## config.mk

```make
export PLATFORM = sky130hd
export DESIGN_NAME = vfd_grid_seq
export DESIGN_NICKNAME = d
export VERILOG_FILES = /design/src/rtl/vfd_gseq_pkg.sv /design/src/rtl/vfd_slot_ctr.sv /design/src/rtl/vfd_seg_mux.sv /design/src/rtl/vfd_grid_seq.sv
export SDC_FILE = /design/constraint.sdc
export NUM_CORES = 1
export LEC_CHECK = 0
export BUFFER_PORTS_ARGS = -buffer_cell sky130_fd_sc_hd__buf_2
export CORE_AREA = 2 2 94 96
export CTS_BUF_LIST = sky130_fd_sc_hd__clkbuf_8
export DETAILED_ROUTE_END_ITERATION = 6
export DIE_AREA = 0 0 96 98
export GPL_TIMING_DRIVEN = 0
export PLACE_DENSITY_LB_ADDON = 0.1
export SYNTH_ARGS = -nofsm -noshare
export SYNTH_HDL_FRONTEND = slang
export SYNTH_SLANG_ARGS = --single-unit
```

## constraint.sdc

```tcl
create_clock -name clk -period 3.35 [get_ports clk]
set_clock_uncertainty 0.15 [all_clocks]
set_input_delay 0.8375 -clock clk [delete_from_list [all_inputs] [get_ports clk]]
set_output_delay 0.8375 -clock clk [all_outputs]
set_load 0.01 [all_outputs]
```

## src/rtl/vfd_gseq_pkg.sv

```systemverilog
package vfd_gseq_pkg;
  localparam int NUM_GRIDS = 3;
  localparam int SLOT_W    = 2;

  // slot index -> exported code (0 reserved for "no grid")
  function automatic logic [SLOT_W-1:0] code_of_slot(input logic [SLOT_W-1:0] s);
    return s + 2'd1;
  endfunction

  // final slot index of one display frame
  function automatic logic [SLOT_W-1:0] last_slot(input logic duplex);
    return duplex ? 2'd1 : 2'd2;
  endfunction

  // active-low grid lines for a slot index
  function automatic logic [NUM_GRIDS-1:0] grid_lines_n(input logic [SLOT_W-1:0] s);
    logic [NUM_GRIDS-1:0] g;
    g = '1;
    for (int i = 0; i < NUM_GRIDS; i++)
      if (s == SLOT_W'(i)) g[i] = 1'b0;
    return g;
  endfunction
endpackage

```

## src/rtl/vfd_slot_ctr.sv

```systemverilog
module vfd_slot_ctr
  import vfd_gseq_pkg::*;
(
  input  logic              clk,
  input  logic              rst_n,
  input  logic              tick,
  input  logic              duplex,
  output logic [SLOT_W-1:0] slot_q
);
  logic wrap_now;

  // >= also catches a slot left beyond the end by a duty change
  assign wrap_now = slot_q >= last_slot(duplex);

  always_ff @(posedge clk or negedge rst_n) begin
    if (!rst_n)
      slot_q <= '0;
    else if (tick)
      slot_q <= wrap_now ? '0 : slot_q + 1'b1;
  end
endmodule

```

## src/rtl/vfd_seg_mux.sv

```systemverilog
module vfd_seg_mux
  import vfd_gseq_pkg::*;
#(
  parameter int SEG_W = 56
) (
  input  logic [NUM_GRIDS*SEG_W-1:0] latch_bits,
  input  logic [SLOT_W-1:0]          pick_code,
  input  logic                       gate,
  output logic [SEG_W-1:0]           seg
);
  logic [NUM_GRIDS-1:0][SEG_W-1:0] lane;

  genvar g;
  generate
    for (g = 0; g < NUM_GRIDS; g++) begin : g_lane
      assign lane[g] = (pick_code == code_of_slot(SLOT_W'(g)))
                       ? latch_bits[g*SEG_W +: SEG_W] : '0;
    end
  endgenerate

  always_comb begin
    seg = '0;
    for (int i = 0; i < NUM_GRIDS; i++) seg |= lane[i];
    seg &= {SEG_W{gate}};
  end
endmodule

```

## src/rtl/vfd_grid_seq.sv

```systemverilog
module vfd_grid_seq
  import vfd_gseq_pkg::*;
#(
  parameter int SEG_W = 56
) (
  input  logic                       clk,
  input  logic                       rst_n,
  input  logic                       duplex_sel,
  input  logic                       master_sel,
  input  logic                       slot_tick,
  input  logic                       dim_en_local,
  input  logic                       dim_in,
  input  logic [1:0]                 sync_in,
  input  logic [NUM_GRIDS*SEG_W-1:0] latch_bits,
  output logic [SEG_W-1:0]           seg_out,
  output logic [NUM_GRIDS-1:0]       grid_n_out,
  output logic [1:0]                 sync_out,
  output logic                       dim_out
);
  localparam logic [NUM_GRIDS-1:0] GRID_RST = grid_lines_n('0);

  logic [SLOT_W-1:0]    slot_q;
  logic [SLOT_W-1:0]    pick_code;
  logic                 seg_gate;
  logic [SEG_W-1:0]     seg_nxt;
  logic [NUM_GRIDS-1:0] grid_nxt;
  logic [1:0]           sync_nxt;
  logic                 dim_nxt;

  vfd_slot_ctr u_slot (
    .clk    (clk),
    .rst_n  (rst_n),
    .tick   (slot_tick),
    .duplex (duplex_sel),
    .slot_q (slot_q)
  );

  // both modes share one code-space selector
  assign pick_code = master_sel ? code_of_slot(slot_q) : sync_in;
  assign seg_gate  = master_sel ? dim_en_local : dim_in;

  vfd_seg_mux #(.SEG_W(SEG_W)) u_mux (
    .latch_bits (latch_bits),
    .pick_code  (pick_code),
    .gate       (seg_gate),
    .seg        (seg_nxt)
  );

  assign grid_nxt = master_sel ? grid_lines_n(slot_q) : '1;
  assign sync_nxt = master_sel ? code_of_slot(slot_q) : 2'b00;
  assign dim_nxt  = master_sel & dim_en_local;

  always_ff @(posedge clk or negedge rst_n) begin
    if (!rst_n) begin
      seg_out    <= '0;
      grid_n_out <= GRID_RST;
      sync_out   <= 2'b00;
      dim_out    <= 1'b0;
    end else begin
      seg_out    <= seg_nxt;
      grid_n_out <= grid_nxt;
      sync_out   <= sync_nxt;
      dim_out    <= dim_nxt;
    end
  end
endmodule

```

== Word-level counts from Yosys, hierarchy flattened ==
Index checks and enable logic that the tools add are counted.

* Logic and storage cells: 29
* Flip-flop bits (word level): 64
* Output and inout port bits: 62

* Bitwise operators: 4
* Reductions and logical operators: 1
* $add $sub $neg: 1
* Magnitude comparators: 1
* Multiplexer cells: 12
* Eq/ne operators: 5

{| class="wikitable"
|+ Operators with widths
! cell !! count
|-
| 56-bit 2-to-1 mux || 3
|-
| 56-bit OR || 2
|-
| 56-bit AND || 1
|-
| 2-bit 2-to-1 mux || 4
|-
| 2-bit equality test (second input constant) || 3
|-
| 2-bit by 1-bit equality test with 1-bit output (second input constant) || 2
|-
| 1-bit 2-to-1 mux || 4
|-
| 3-bit 2-to-1 mux || 1
|-
| 2-bit by 1-bit adder with 2-bit output (second input constant) || 1
|-
| 2-bit greater-or-equal comparator || 1
|-
| 2-bit zero test || 1
|-
| 1-bit AND || 1
|}

== Logic depth before layout (Yosys ltp) ==
* Depth after elaboration: 7
* Gate-level depth with buffers: 8

== By module ==
Synthesis repeated with hierarchy kept, for this count alone.

* Cells, all modules: 291
* Area total of the unflattened synthesis: 3305.7 µm²

{| class="wikitable"
|+ By module, submodules not included
! module !! times used !! area an instance (µm²) !! sequential area each (µm²) !! cells each
|-
| vfd_grid_seq || 1 || 1685.4 || 1554.0 || 77
|-
| vfd_seg_mux || 1 || 1467.7 || 0.0 || 200
|-
| vfd_slot_ctr || 1 || 152.6 || 50.0 || 14
|}

== Least setup slack after synthesis ==
Ideal clock, no wire load.

* Path type: input to register
* From: in master_sel
* To: reg seg_out[54]
* Path slack: 1.297 ns
* Data required time: 3.062 ns
* Path buffers: 3
* Data arrival time: 1.765 ns
* Stages on the path: 6
* Cells stage by stage: buf_6 -> mux2_4 -> buf_6 -> buf_6 -> mux2i_1 -> o22ai_1

* Longest elaborated chain between the ends: 6
* Elaborated cells between the ends (all ways): 11

{| class="wikitable"
|+ RTL lines
! element !! RTL line !! RTL
|-
| from (decl) || vfd_grid_seq.sv:9 || <nowiki>input logic master_sel,</nowiki>
|-
| 2-bit 2-to-1 mux || vfd_grid_seq.sv:39 || <nowiki>assign pick_code = master_sel ? code_of_slot(slot_q) : sync_in;</nowiki>
|-
| 2-bit by 1-bit equality test with 1-bit output or 2-bit equality test (tied branches) || vfd_seg_mux.sv:16 || <nowiki>assign lane[g] = (pick_code == code_of_slot(SLOT_W'(g)))</nowiki>
|-
| 56-bit 2-to-1 mux || vfd_seg_mux.sv:17 || <nowiki>? latch_bits[g*SEG_W +: SEG_W] : '0;</nowiki>
|-
| 56-bit OR (2 in a row) || vfd_seg_mux.sv:23 || <nowiki>for (int i = 0; i < NUM_GRIDS; i++) seg |= lane[i];</nowiki>
|-
| 56-bit AND * || vfd_seg_mux.sv:24 || <nowiki>seg &= {SEG_W{gate}};</nowiki>
|-
| named net seg_nxt[54] || vfd_grid_seq.sv:25 || <nowiki>logic [SEG_W-1:0] seg_nxt;</nowiki>
|-
| to (signal assigned) || vfd_grid_seq.sv:60 || <nowiki>seg_out <= seg_nxt;</nowiki>
|-
| to (decl) || vfd_grid_seq.sv:15 || <nowiki>output logic [SEG_W-1:0] seg_out,</nowiki>
|}

Mark *: on every way through the listed nets, which the timed path passes. The rest lies on a longest branch.
A chain may end at the register's enable or synchronous reset.

== Worst setup path after layout ==
* From: reg u_slot.slot_q[0]
* To: reg seg_out[32]

* Longest elaborated chain between the ends: 7
* Elaborated cells between the ends (all ways): 11

{| class="wikitable"
|+ RTL lines
! element !! RTL line !! RTL
|-
| from (decl) || vfd_slot_ctr.sv:8 || <nowiki>output logic [SLOT_W-1:0] slot_q</nowiki>
|-
| from (signal assigned) || vfd_slot_ctr.sv:19 || <nowiki>slot_q <= wrap_now ? '0 : slot_q + 1'b1;</nowiki>
|-
| 2-bit by 1-bit adder with 2-bit output * || vfd_gseq_pkg.sv:7 || <nowiki>return s + 2'd1;</nowiki>
|-
| 2-bit 2-to-1 mux * || vfd_grid_seq.sv:39 ||
|-
| 2-bit by 1-bit equality test with 1-bit output or 2-bit equality test (tied branches) || vfd_seg_mux.sv:16 ||
|-
| 56-bit 2-to-1 mux || vfd_seg_mux.sv:17 ||
|-
| 56-bit OR || vfd_seg_mux.sv:23 ||
|-
| 56-bit OR * || vfd_seg_mux.sv:23 ||
|-
| 56-bit AND * || vfd_seg_mux.sv:24 ||
|-
| named net seg_nxt[32] || vfd_grid_seq.sv:25 ||
|}

Marks and branches as above.

==> impl_metrics.ini <==
[logic_synthesis]
synth-seq-cells = 64
yosysWarnings = 0
syn_area_sq_um = 3082
yosysUniqueCellTypes = 19
synth_seq_area_share = 0.5205
syn_avg_cell_area_sq_um = 10.89
syn_inst = 283
synth_fp_nets = 466

[worst_hold_path]
hold_end = sync_out[0]
holdPathStages = 1
min_from = u_slot.slot_q[0]
worstHoldPathType = reg -> reg

[run]
maxCapViolCount = 0

[cells_and_area]
antenna_cells = 0
drive_gt1_frac = 0.5149
fill_cells = 825
stdcell_count = 644
seq_area_sq_um = 1604
multi_input_area_sq_um = 1303
area_growth_pct = 48.52
final_cell_mix = 250 x buf_2, 62 x dfrtp_1, 61 x nand2_1
final_common_cell = buf_2
nets = 714

[clocking]
cts_max_level = 3
clk_latency_ns = 0.33
clk_pin_slew_worst_paths_ns = 0.07
cts_tree = built
cts_resized = 0
cts.hold.buffers_added = 0
cts_buffers = 9
clockBufferDepth = 2
cts_root_buffer = clkbuf_8
post_cts_buffers = 0
cts_sinks = 64

[floorplanning]
fp-row-count = 34
initial_core_util = 0.3640
core_sq_um = 8466
die_x_microns = 96
die-area_sq_um = 9408
die_y_microns = 98
ios = 239

[pwr]
p_int_w = 0.001745
powerDensity_nw_per_um2 = 581.8
p_switching_w = 0.0009178
total_power_w = 0.002663
share_comb_of_total_power = 0.407
pwr-share-seq = 0.378
vdd_drop_max_uv = 298.4
sw_frac_of_total = 0.3446
p_clk_frac = 0.215
power.leakage_nw = 2.679

[drt]
dr.pass1.iters = 4
drtIter0Drc = 91
vias = 3029
drc_errors = 0
wl_met1_mm = 3.600
drtAntennaViolNets = 0
topRoutingLayerUsed = met4
wl_met3_microns = 808
vias_per_cell = 4.703
wirelength_mm = 9.500
wl_met2_mm = 4.903
wl_per_cell_microns = 14.75

[timing]
tns_ns = 0
layout_min_cycle_time_ns = 2.065
tightest_slew_ns = 0.7980
hold_violations = 0
slew_headroom = 0.4680
finalSetupViolations = 0
slew_viol_final = 0
hold-worst-slack_ns = 0.3117
period_share = 0.6163
fmax_ghz = 0.4843
rsz0062_at_grt = no

[setup_path]
worst-r2r-cell-count = 7
crit_arrival_ns = 2.12
r2r_end = seg_out[32]
critical_path_class = reg -> reg
worst_ep_required_time_ns = 3.41
end_kind = flip-flop
rrSetupSlack_ns = 1.29
timing.rr.start = u_slot.slot_q[0]
cp_max_fo = 10
cp-start-kind = flip-flop

[global_routing]
grt_pass1_vias = 2968
antenna_found_initial = 0
grt-ovfl-total = 0
grt_max_degree = 65
grt_pass1_wl_mm = 14.30
grt_usage = 0.2011

[place]
gp_congestion = 0.7745
dp.cells = 628
dp_hpwl_mm = 7.462
io_buffers = 237

[run_status]
status = completed
## metrics by stage
step	setup slack [ns]	area (sq um)	utilization
finish	1.285	4577	0.5406
global route	1.175	4577	0.5406
CTS	1.274	4577	0.5406
detailed placement	1.060	4405	0.5204
global placement	1.016	4403	0.5201
floorplan	1.297	3082	-
## critical path, stage by stage, from the launching register on
cell and delay, ns:
dfrtp_1 0.40, inv_1 0.17, ha_1 0.27, and2_1 0.18, o21ai_2 0.19, buf_4 0.21
buf_2 0.24, o22ai_1 0.14
## logic make-up (layout without fill, tap and decap cells)
kind of cell | count (synthesis) | after routing | share of synthesized area
flip-flops | 64 | 64 | 0.5205
AO/OA/AOI/OAI | 60 | 60 | 0.1214
multiplexers | 58 | 58 | 0.1904
buffers and inverters | 28 | 281 | 0.05684
adder cells (fa/ha/maj) | 6 | 6 | 0.02436
AND/OR/NAND/NOR | 67 | 67 | 0.08648
## worst max path at each step
| stage | start | to | cells past startpoint |
|---|---|---|---|
| finish | u_slot.slot_q[0] | seg_out[32] | 7 |
| global route | u_slot.slot_q[0] | seg_out[34] | 7 |
| CTS | u_slot.slot_q[0] | seg_out[32] | 7 |
| detailed placement | master_sel | seg_out[32] | 6 |
| global placement | rst_n | seg_out[10] | 1 |
| floorplan | master_sel | seg_out[54] | 6 |
## per-layer routing
metal / track usage / up-vias
met1: 0.2284 / 1372
met5: 0 / -
met2: 0.3531 / 134
li1: - / 1506
met4: 0.07802 / 0
met3: 0.05324 / 17
## flip-flops by register name, indices dropped and copies added (netlist names)
name           cells
sync_out           2
dim_out            1
seg_out           56
grid_n_out         3
u_slot.slot_q      2
## power by group through the flow
stage          sequential, W  clock [W]  combinational [W]
2_1_floorplan        0.00113          0           0.000550
3_3_place_gp         0.00101          0            0.00109
3_5_place_dp         0.00102          0            0.00110
4_1_cts              0.00101   0.000594            0.00110
5_1_grt              0.00103   0.000624            0.00119
6_report             0.00101   0.000572            0.00108
## cells in the mapped netlist, drive strengths merged
cell | number | area, sq um
and2 | 2 | 12.51
buf | 22 | 152.6
clkbuf | 3 | 11.26
dfrtp | 62 | 1551
dfstp | 2 | 52.55
ha | 6 | 75.07
inv | 3 | 11.26
mux2 | 2 | 26.27
mux2i | 56 | 560.5
nand2 | 61 | 229.0
nand4b | 1 | 8.760
nor2 | 1 | 3.750
nor2b | 2 | 12.51
o21ai | 4 | 23.77
o22ai | 56 | 350.3
## cell type report
cell class / count / share of cell area
plain buffers: 25 / 0.03581
clock buffers: 11 / 0.03308
clock inverters: 5 / 0.004374
inverters: 3 / 0.002460
multi-input cells: 191 / 0.2846
flip-flops and latches: 64 / 0.3505
well taps: 108 / 0.02952
repair buffers: 237 / 0.2597
Power figures use the tool's default switching activity.
